$ cat src/rtl/cq_pkg.sv
// Shared types for the conversion request queue.
// Assumes: nothing beyond the fields declared here.
package cq_pkg;

    // Per-entry control bits travelling with each queued channel.
    typedef struct packed {
        logic refill;     // re-append at tail after completion
        logic evt_en;     // raise a source event on completion
        logic wait_trig;  // hold until an external trigger
    } cq_flags_t;

    // Conversion tracking state for the head entry.
    typedef enum logic {
        CQ_IDLE = 1'b0,
        CQ_CONV = 1'b1
    } cq_state_t;

endpackage

$ cat src/rtl/cq_store.sv
// Circular entry storage with one push port and a head re-append port.
// Keeps channel and flags per slot, and tracks level and sticky overflow.
// Assumes: DEPTH is a power of two. pop_en is only raised while the store is
// not empty. reappend is only raised together with pop_en.
module cq_store
    import cq_pkg::*;
#(
    parameter int DEPTH = 8,
    parameter int CH_W  = 5
) (
    input  logic                         clk,
    input  logic                         rst_n,
    input  logic                         flush,
    input  logic                         push_en,
    input  logic [CH_W-1:0]              push_chan,
    input  cq_flags_t                    push_flags,
    input  logic                         pop_en,
    input  logic                         reappend,
    output logic [CH_W-1:0]              head_chan,
    output cq_flags_t                    head_flags,
    output logic [$clog2(DEPTH+1)-1:0]   level,
    output logic                         empty,
    output logic                         overflow
);
    localparam int PTR_W = $clog2(DEPTH);
    localparam int LVL_W = $clog2(DEPTH+1);
    localparam logic [LVL_W-1:0] LVL_MAX = LVL_W'(DEPTH);

    logic [CH_W-1:0] chan_mem  [DEPTH];
    cq_flags_t       flag_mem  [DEPTH];
    logic [PTR_W-1:0] rd_ptr, wr_ptr, wr_ptr_nx1;
    logic             push_ok;
    logic [PTR_W-1:0] push_slot;

    // Push is accepted whenever a slot is free before this cycle.
    assign push_ok    = push_en && (level < LVL_MAX);
    assign wr_ptr_nx1 = wr_ptr + PTR_W'(1);
    // When the head is re-appended it takes the tail slot first.
    assign push_slot  = reappend ? wr_ptr_nx1 : wr_ptr;

    assign head_chan  = chan_mem[rd_ptr];
    assign head_flags = flag_mem[rd_ptr];
    assign empty      = (level == '0);

    // Slot contents: write re-appended head and/or new push.
    always_ff @(posedge clk) begin
        if (!rst_n) begin
            for (int i = 0; i < DEPTH; i++) begin
                chan_mem[i] <= '0;
                flag_mem[i] <= '0;
            end
        end else if (!flush) begin
            if (reappend) begin
                chan_mem[wr_ptr] <= chan_mem[rd_ptr];
                flag_mem[wr_ptr] <= flag_mem[rd_ptr];
            end
            if (push_ok) begin
                chan_mem[push_slot] <= push_chan;
                flag_mem[push_slot] <= push_flags;
            end
        end
    end

    // Pointer and level bookkeeping.
    always_ff @(posedge clk) begin
        if (!rst_n || flush) begin
            rd_ptr <= '0;
            wr_ptr <= '0;
            level  <= '0;
        end else begin
            rd_ptr <= rd_ptr + PTR_W'(pop_en);
            wr_ptr <= wr_ptr + PTR_W'(reappend) + PTR_W'(push_ok);
            level  <= level - LVL_W'(pop_en) + LVL_W'(reappend) + LVL_W'(push_ok);
        end
    end

    // Sticky overflow on a dropped push.
    always_ff @(posedge clk) begin
        if (!rst_n || flush) overflow <= 1'b0;
        else if (push_en && !push_ok) overflow <= 1'b1;
    end

    assert_level_bound_R1: assert property (@(posedge clk) disable iff (!rst_n)
        level <= LVL_MAX);
    assert_no_overflow_R3: assert property (@(posedge clk) disable iff (!rst_n)
        (level == LVL_MAX && push_en && !flush) |=> overflow);
    assert_refill_keeps_level_R4: assert property (@(posedge clk) disable iff (!rst_n)
        (reappend && !push_en && !flush) |=> $stable(level));
    assert_pop_drops_level_R5: assert property (@(posedge clk) disable iff (!rst_n)
        (pop_en && !reappend && !push_en && !flush) |=> (level == $past(level) - LVL_W'(1)));
endmodule

$ cat src/rtl/cq_trig.sv
// Trigger latch for the head entry.
// Records one trigger pulse when the head waits for one, and releases it when
// the entry completes or the queue is flushed.
// Assumes: consume marks the completion of the head entry.
module cq_trig (
    input  logic clk,
    input  logic rst_n,
    input  logic flush,
    input  logic trig_in,
    input  logic head_valid,
    input  logic head_wait,
    input  logic busy,
    input  logic consume,
    output logic trig_ok
);
    logic latched;
    logic take;

    // Only a waiting, idle, non-empty head may absorb a trigger.
    assign take    = trig_in && head_valid && head_wait && !busy && !latched;
    assign trig_ok = !head_wait || latched;

    // Latch update: set on an accepted pulse, clear on completion or flush.
    always_ff @(posedge clk) begin
        if (!rst_n || flush) latched <= 1'b0;
        else if (consume)    latched <= 1'b0;
        else if (take)       latched <= 1'b1;
    end

    assert_latch_needs_entry_R8: assert property (@(posedge clk) disable iff (!rst_n)
        latched |-> head_valid);
    assert_latch_from_pulse_R7: assert property (@(posedge clk) disable iff (!rst_n)
        $rose(latched) |-> $past(trig_in));
endmodule

$ cat src/rtl/cq_ctrl.sv
// Conversion tracker for the head entry.
// Follows the start/done/abort handshake, pops the head on completion and
// produces the one-cycle source event.
// Assumes: conv_done and conv_abort are never raised together.
module cq_ctrl
    import cq_pkg::*;
#(
    parameter int CH_W = 5
) (
    input  logic            clk,
    input  logic            rst_n,
    input  logic            flush,
    input  logic            req_valid,
    input  logic            conv_start,
    input  logic            conv_done,
    input  logic            conv_abort,
    input  logic            head_evt_en,
    input  logic [CH_W-1:0] head_chan,
    output logic            busy,
    output logic            finish,
    output logic            src_event,
    output logic [CH_W-1:0] evt_chan
);
    cq_state_t state;

    assign busy   = (state == CQ_CONV);
    assign finish = busy && conv_done && !flush;

    // Handshake state: enter on accepted start, leave on done, abort or flush.
    always_ff @(posedge clk) begin
        if (!rst_n || flush)                      state <= CQ_IDLE;
        else if (!busy && req_valid && conv_start) state <= CQ_CONV;
        else if (busy && (conv_done || conv_abort)) state <= CQ_IDLE;
    end

    // Completion event, registered one cycle after done.
    always_ff @(posedge clk) begin
        if (!rst_n) begin
            src_event <= 1'b0;
            evt_chan  <= '0;
        end else begin
            src_event <= finish && head_evt_en;
            if (finish) evt_chan <= head_chan;
        end
    end

    assert_event_after_done_R6: assert property (@(posedge clk) disable iff (!rst_n)
        src_event |-> $past(conv_done));
    assert_event_single_R6: assert property (@(posedge clk) disable iff (!rst_n)
        src_event |=> !src_event || $past(conv_done));
    assert_start_blocks_R10: assert property (@(posedge clk) disable iff (!rst_n)
        (req_valid && conv_start && !flush) |=> busy);
endmodule

$ cat src/rtl/conv_queue_src.sv
// Conversion request queue source: top level.
// Joins storage, trigger latch and handshake tracker, and forms the request.
// Assumes: the arbiter strobes conv_start only while req_valid is high.
module conv_queue_src
    import cq_pkg::*;
#(
    parameter int DEPTH = 8,
    parameter int CH_W  = 5,
    parameter int LVL_W = $clog2(DEPTH+1)
) (
    input  logic             clk,
    input  logic             rst_n,
    input  logic             push_valid,
    input  logic [CH_W-1:0]  push_chan,
    input  logic             push_refill,
    input  logic             push_evt_en,
    input  logic             push_wait_trig,
    input  logic             flush,
    input  logic             trig_in,
    input  logic             gate_en,
    input  logic             conv_start,
    input  logic             conv_done,
    input  logic             conv_abort,
    output logic             req_valid,
    output logic [CH_W-1:0]  req_chan,
    output logic [LVL_W-1:0] q_level,
    output logic             overflow,
    output logic             src_event,
    output logic [CH_W-1:0]  evt_chan
);
    cq_flags_t       push_flags, head_flags;
    logic [CH_W-1:0] head_chan;
    logic            empty, busy, finish, trig_ok;

    assign push_flags = '{refill: push_refill, evt_en: push_evt_en, wait_trig: push_wait_trig};

    cq_store #(.DEPTH(DEPTH), .CH_W(CH_W)) u_store (
        .clk        (clk),
        .rst_n      (rst_n),
        .flush      (flush),
        .push_en    (push_valid),
        .push_chan  (push_chan),
        .push_flags (push_flags),
        .pop_en     (finish),
        .reappend   (finish && head_flags.refill),
        .head_chan  (head_chan),
        .head_flags (head_flags),
        .level      (q_level),
        .empty      (empty),
        .overflow   (overflow)
    );

    cq_trig u_trig (
        .clk        (clk),
        .rst_n      (rst_n),
        .flush      (flush),
        .trig_in    (trig_in),
        .head_valid (!empty),
        .head_wait  (head_flags.wait_trig),
        .busy       (busy),
        .consume    (finish),
        .trig_ok    (trig_ok)
    );

    cq_ctrl #(.CH_W(CH_W)) u_ctrl (
        .clk         (clk),
        .rst_n       (rst_n),
        .flush       (flush),
        .req_valid   (req_valid),
        .conv_start  (conv_start),
        .conv_done   (conv_done),
        .conv_abort  (conv_abort),
        .head_evt_en (head_flags.evt_en),
        .head_chan   (head_chan),
        .busy        (busy),
        .finish      (finish),
        .src_event   (src_event),
        .evt_chan    (evt_chan)
    );

    // Pending request: stored head, idle, gate open, trigger condition met.
    assign req_valid = !empty && !busy && gate_en && trig_ok;
    assign req_chan  = head_chan;

    assert_gate_blocks_R9: assert property (@(posedge clk) disable iff (!rst_n)
        !gate_en |-> !req_valid);
    assert_flush_clears_R11: assert property (@(posedge clk) disable iff (!rst_n)
        flush |=> (q_level == '0) && !overflow && !req_valid);
    assert_abort_rerequest_R10: assert property (@(posedge clk) disable iff (!rst_n)
        (busy && conv_abort && !conv_done && !flush && gate_en) |=> req_valid);
endmodule

$ cat config.mk
export PLATFORM = sky130hd
export DESIGN_NAME = conv_queue_src
export DESIGN_NICKNAME = d
export VERILOG_FILES = /design/src/rtl/cq_pkg.sv /design/src/rtl/cq_store.sv /design/src/rtl/cq_trig.sv /design/src/rtl/cq_ctrl.sv /design/src/rtl/conv_queue_src.sv
export SDC_FILE = /design/constraint.sdc
export NUM_CORES = 1
export LEC_CHECK = 0
export CORE_MARGIN = 2
export CORE_UTILIZATION = 58
export CTS_BUF_LIST = sky130_fd_sc_hd__clkbuf_16
export DETAILED_ROUTE_END_ITERATION = 7
export GPL_TIMING_DRIVEN = 0
export PLACE_DENSITY = 0.79
export SYNTH_ARGS = -nofsm -noshare
export SYNTH_HDL_FRONTEND = slang
export SYNTH_SLANG_ARGS = --single-unit
$ cat constraint.sdc
create_clock -name clk -period 3.3 [get_ports clk]
set_input_delay 0.66 -clock clk [delete_from_list [all_inputs] [get_ports clk]]
set_output_delay 0.66 -clock clk [all_outputs]
set_load 0.005 [all_outputs]
Word-level counts from Yosys, hierarchy flattened
Memory sizes are Yosys's and may differ from the RTL's. A register that Yosys moved wholly into a read port is not among the register bits.
Cells that the tools add are included.
{ "classes": {"n_addsub": 7, "order_cmp": 1, "n_mux": 26, "n_reduce_logical": 33} }
{ "op_table": {"columns": ["operator", "n"], "rows": [
  ["$mux 3", 9],
  ["$logic_and 1x1->1", 16],
  ["$mux 1", 15],
  ["$mux 5", 2],
  ["$reduce_or 5->1", 2],
  ["$add 3x1->3", 3],
  ["$add 4x1->4", 2],
  ["$logic_not 1->1", 7],
  ["$reduce_or 3->1", 2],
  ["$logic_not 4->1", 1],
  ["$lt 4x4->1 const B", 1],
  ["$sub 4x1->4", 1],
  ["$add 3x1->3 const B", 1],
  ["$logic_or 1x1->1", 3],
  ["$reduce_bool 2->1", 1],
  ["$reduce_or 2->1", 1]
]} }
{ "word_totals": {"regBits": 19, "ramBits": 64, "out_inout_bits": 17, "elab_cells": 77, "memories": 2} }
{ "mem_list": {"columns": ["name", "words", "word_bits", "rd", "rd_ports_with_merged_regs", "wr", "line", "source"], "rows": [
  ["u_store.chan_mem", 8, 5, 1, 1, 8, "cq_store.sv:29", "logic [CH_W-1:0] chan_mem [DEPTH];"],
  ["u_store.flag_mem", 8, 3, 1, 1, 8, "cq_store.sv:30", "cq_flags_t flag_mem [DEPTH];"]
]} }

Longest topological paths before layout
{ "logic_depth": {"ltp_word": 9, "depth_mapped": 11} }

By module
Synthesis repeated with hierarchy kept, for this count alone.
{ "hier_totals": {"cells_unflattened": 310, "hier_area_um2": 4327.9} }
{ "modules_own_cells": {"columns": ["mod", "n_inst", "cells_each", "area_each_um2", "seq_area_each_um2"], "rows": [
  ["cq_store", 1, 272, 3968.8, 2142.1],
  ["cq_ctrl", 1, 30, 286.5, 140.1],
  ["cq_trig", 1, 5, 50.0, 20.0],
  ["conv_queue_src", 1, 3, 22.5, 0.0]
]} }

Worst setup path before layout
Ideal clock, no wire load.
{ "synth_timing": {"path_kind": "reg-to-reg", "startpoint": "register u_store.wr_ptr[0]", "endpoint": "memory u_store.chan_mem[5][0] (enable)", "setup_time_ns": 0.378, "arrival_ns": 2.165, "path_slack_ns": 0.757, "path_stages_with_launch": 8, "n_path_buf": 1, "synth_period_minus_slack_ns": 2.543, "path_cell_list": "dfxtp_1 ha_1 buf_2 or3_1 a21oi_1 a21oi_2 o31a_1 o221ai_1"} }
{ "synth_rtl": {"columns": ["item", "line", "source"], "rows": [
  ["start: declaration", "cq_store.sv:31", "logic [PTR_W-1:0] rd_ptr, wr_ptr, wr_ptr_nx1;"],
  ["start signal: assignment", "cq_store.sv:72", "wr_ptr <= wr_ptr + PTR_W'(reappend) + PTR_W'(push_ok);"],
  ["end: declaration", "cq_store.sv:29", null]
]} }

==> impl_metrics.toml <==
[pwr]
leakage_nw = 1.688
powerDensity_mw_per_mm2 = 445.0
finalPower_mw = 2.271
ir_drop_uv = 302.8

[clock_network]
clockBufferDepth = 2
hold_buffers = 0
cts_sinks = 83
cts_root_buf = "clkbuf_16"
ctsHtreeMaxLevel = 3
cts_tree = "yes"
insertion_delay_ns = 0.34
cts-buffers-inserted = 9
clk_pin_slew_ns = 0.06

[sta]
hold_viol_final = 0
fin_hold_ws_ns = 0.4659
fmax_mhz = 310.9
min_period_over_period_pct = 97.46
worst_clock_skew_ns = 0.007483
period_needed_ns = 3.216
worstMarginPinSlew_ns = 1.019
finalSetupViolCount = 0
setup_tns_ns = 0
slew_viol_final = 0
finalWorstSetupSlack_ns = 0.08374
timing.slew.headroom_pct = 32.09

[yosys]
synth-main-ff-cell = "edfxtp_1"
synth_seq_area_share_pct = 53.29
synth_edf_count = 64
synth-seq-cells = 83
synth_top_area_cell = "edfxtp_1"
post_synth_num_cell_types = 51
synth_top_area_share_pct = 44.48
synth_nets = 388
synth_area_leaders = "edfxtp_1 44%, o22ai_1 9.3%, dfxtp_1 8.8%"
synthArstFlopShare_pct = 0
synth_warnings = 0
synth_area_mm2 = 0.004320
syn_avg_cell_area_um2 = 11.93
syn_inst = 362

[routing]
drt-pass1-iter-count = 6
antenna_left = 0
first_iter_violations = 427
wl_per_cell_um = 22.51
wirelength_mm = 11.57
drc = 0
viasPerCell = 6.786
vias = 3488

[layout]
fill_cells = 524
finish.utilization_pct = 70.74
final_area_mm2 = 0.005104
nets = 436
stdcell_count = 514
final_cell_mix = "64 x o22ai_1, 64 x edfxtp_1, 33 x clkdlybuf4s50_1"
antenna_cells = 0
syn2layout_area_growth_pct = 18.13
drive_gt1_share_pct = 16.63
layout.area.seq_mm2 = 0.002302
multiInputGateArea_mm2 = 0.001903

[min_path]
holdPathStages = 2
min_to = "u_store.overflow$_SDFFE_PP0P_"
min_from = "u_store.overflow$_SDFFE_PP0P_"
hold_path_class = "flip-flop to flip-flop"

[place]
hpwl_mm = 7.608
placed_area_mm2 = 0.004775
globalplace.congestion = 0.9479
place_inst = 494
place_ws_ns = -0.4453
portBuffers = 33

[critical_path]
path_buf_inv = 2
reg2reg_depth = 9
slowest_stage = "o221ai_2"
cp.required_ns = 3.27
r2r_setup_slack_ns = 0.28
path_class = "primary input to flip-flop"
crit_arrival_ns = 3.19
path_max_fanout = 10
cpPeakStageDelay_ns = 0.64
reg2reg_to = "u_store.chan_mem[7][0]$_DFFE_PP_"
end_kind = "flip-flop"
crit_family = "buffers and inverters"
critPathLaunchType = "primary input"
path_cells = "clkdlybuf4s50_1 -> nor2b_1 -> and2_1 -> clkbuf_1 -> nand3_1 -> o221ai_2"
r2r-start = "u_store.rd_ptr[2]$_SDFF_PP0_"
startpoint = "rst_n"

[die]
core_mm2 = 0.007214
start_util_pct = 59.89
die_y_um = 90.31
pin_count = 34
dieArea_mm2 = 0.008155
num_rows = 31
die_x_um = 90.31

[global_route]
grt_max_degree = 16
grt_antenna_before_repair = 0
grt_pass1_wl_mm = 17.97
grt_pass1_vias = 3482
grt_usage_pct = 29.00
gr-total-overflow = 0

[run_status]
status = "finished clean"

[run]
drv_cap = 0
power breakdown:
group	internal [mW]	switching (mW)	leakage, nW	total (mW)
Clock	0.513	0.426	0.132	0.939
Combinational	0.0703	0.0934	0.740	0.164
Sequential	1.16	0.0122	0.816	1.17
area by class of cell:
cell class / instances / share of cell area (%)
Inverter: 7 / 0.5148
Tap cell: 99 / 2.427
Clock buffer: 9 / 4.413
Buffer: 21 / 2.182
Clock inverter: 7 / 1.005
Sequential cell: 83 / 45.11
Multi-Input combinational cell: 251 / 37.29
Timing Repair Buffer: 37 / 7.061
tightest hold or removal path: cells and delay by family, from the launching register on:
family | cells | cell delay [ns]
simple gates | 1 | 0.07
flops | 1 | 0.32
compound gates | 1 | 0.04
kinds of logic (layout without fill, tap and decap cells):
family	count (synthesis)	count (layout)	synth area share (%)
xor gates and xnor gates	10	10	2.201
muxes	25	25	10.08
buffers and inverters	28	81	3.099
and+or+nand+nor	105	105	12.13
AOI/OAI and AO/OA	102	102	16.42
DFF	83	83	53.29
adders and majority gates	9	9	2.780
synth_stat cells, drive strengths merged (4+ instances only):
cell type  number
mux2            8
a22oi           6
o211ai          4
xnor2           6
nand3          17
inv             6
xor2            4
mux4           14
edfxtp         64
o22ai          64
and3            6
buf            10
nor3b           6
a21oi          10
o221ai          4
nor2b           4
nor2           32
ha              8
and2            6
clkbuf         11
nand2          25
dfxtp          19
registers in the layout, indices dropped and copies added (netlist names):
name / cells
u_store.wr_ptr: 3
u_trig.latched: 1
u_store.chan_mem: 40
u_store.flag_mem: 24
u_store.level: 4
u_ctrl.evt_chan: 5
u_store.rd_ptr: 3
u_ctrl.src_event: 1
u_store.overflow: 1
u_ctrl.busy: 1
worst max path at each step:
stage	to	slack, ns	cells past startpoint
floorplan	u_store.chan_mem[5][0]$_DFFE_PP_	0.76	7
global placement	u_store.chan_mem[2][3]$_DFFE_PP_	-0.44	6
detailed placement	u_store.chan_mem[3][3]$_DFFE_PP_	-0.45	6
CTS	req_chan[0]	0.01	5
global route	u_store.chan_mem[7][0]$_DFFE_PP_	-0.005	7
finish	u_store.flag_mem[3][0]$_DFFE_PP_	0.08	6
metal layers:
metal / GRT usage [%] / wire length [µm] / vias up
li1: - / - / 1529
met1: 39.24 / 4364 / 1633
met2: 43.05 / 5419 / 279
met3: 6.511 / 1349 / 47
met4: 17.44 / 437 / 0
met5: 0 / 0 / -
what timing repair did:
item	in CTS	in global routing
gates resized for setup	4	1
setup buffers	2	2
gates cloned	0	0
setup endpoints to repair	36	11
hold endpoints to repair	0	0
Note: power is estimated with default switching activity, not from simulation.
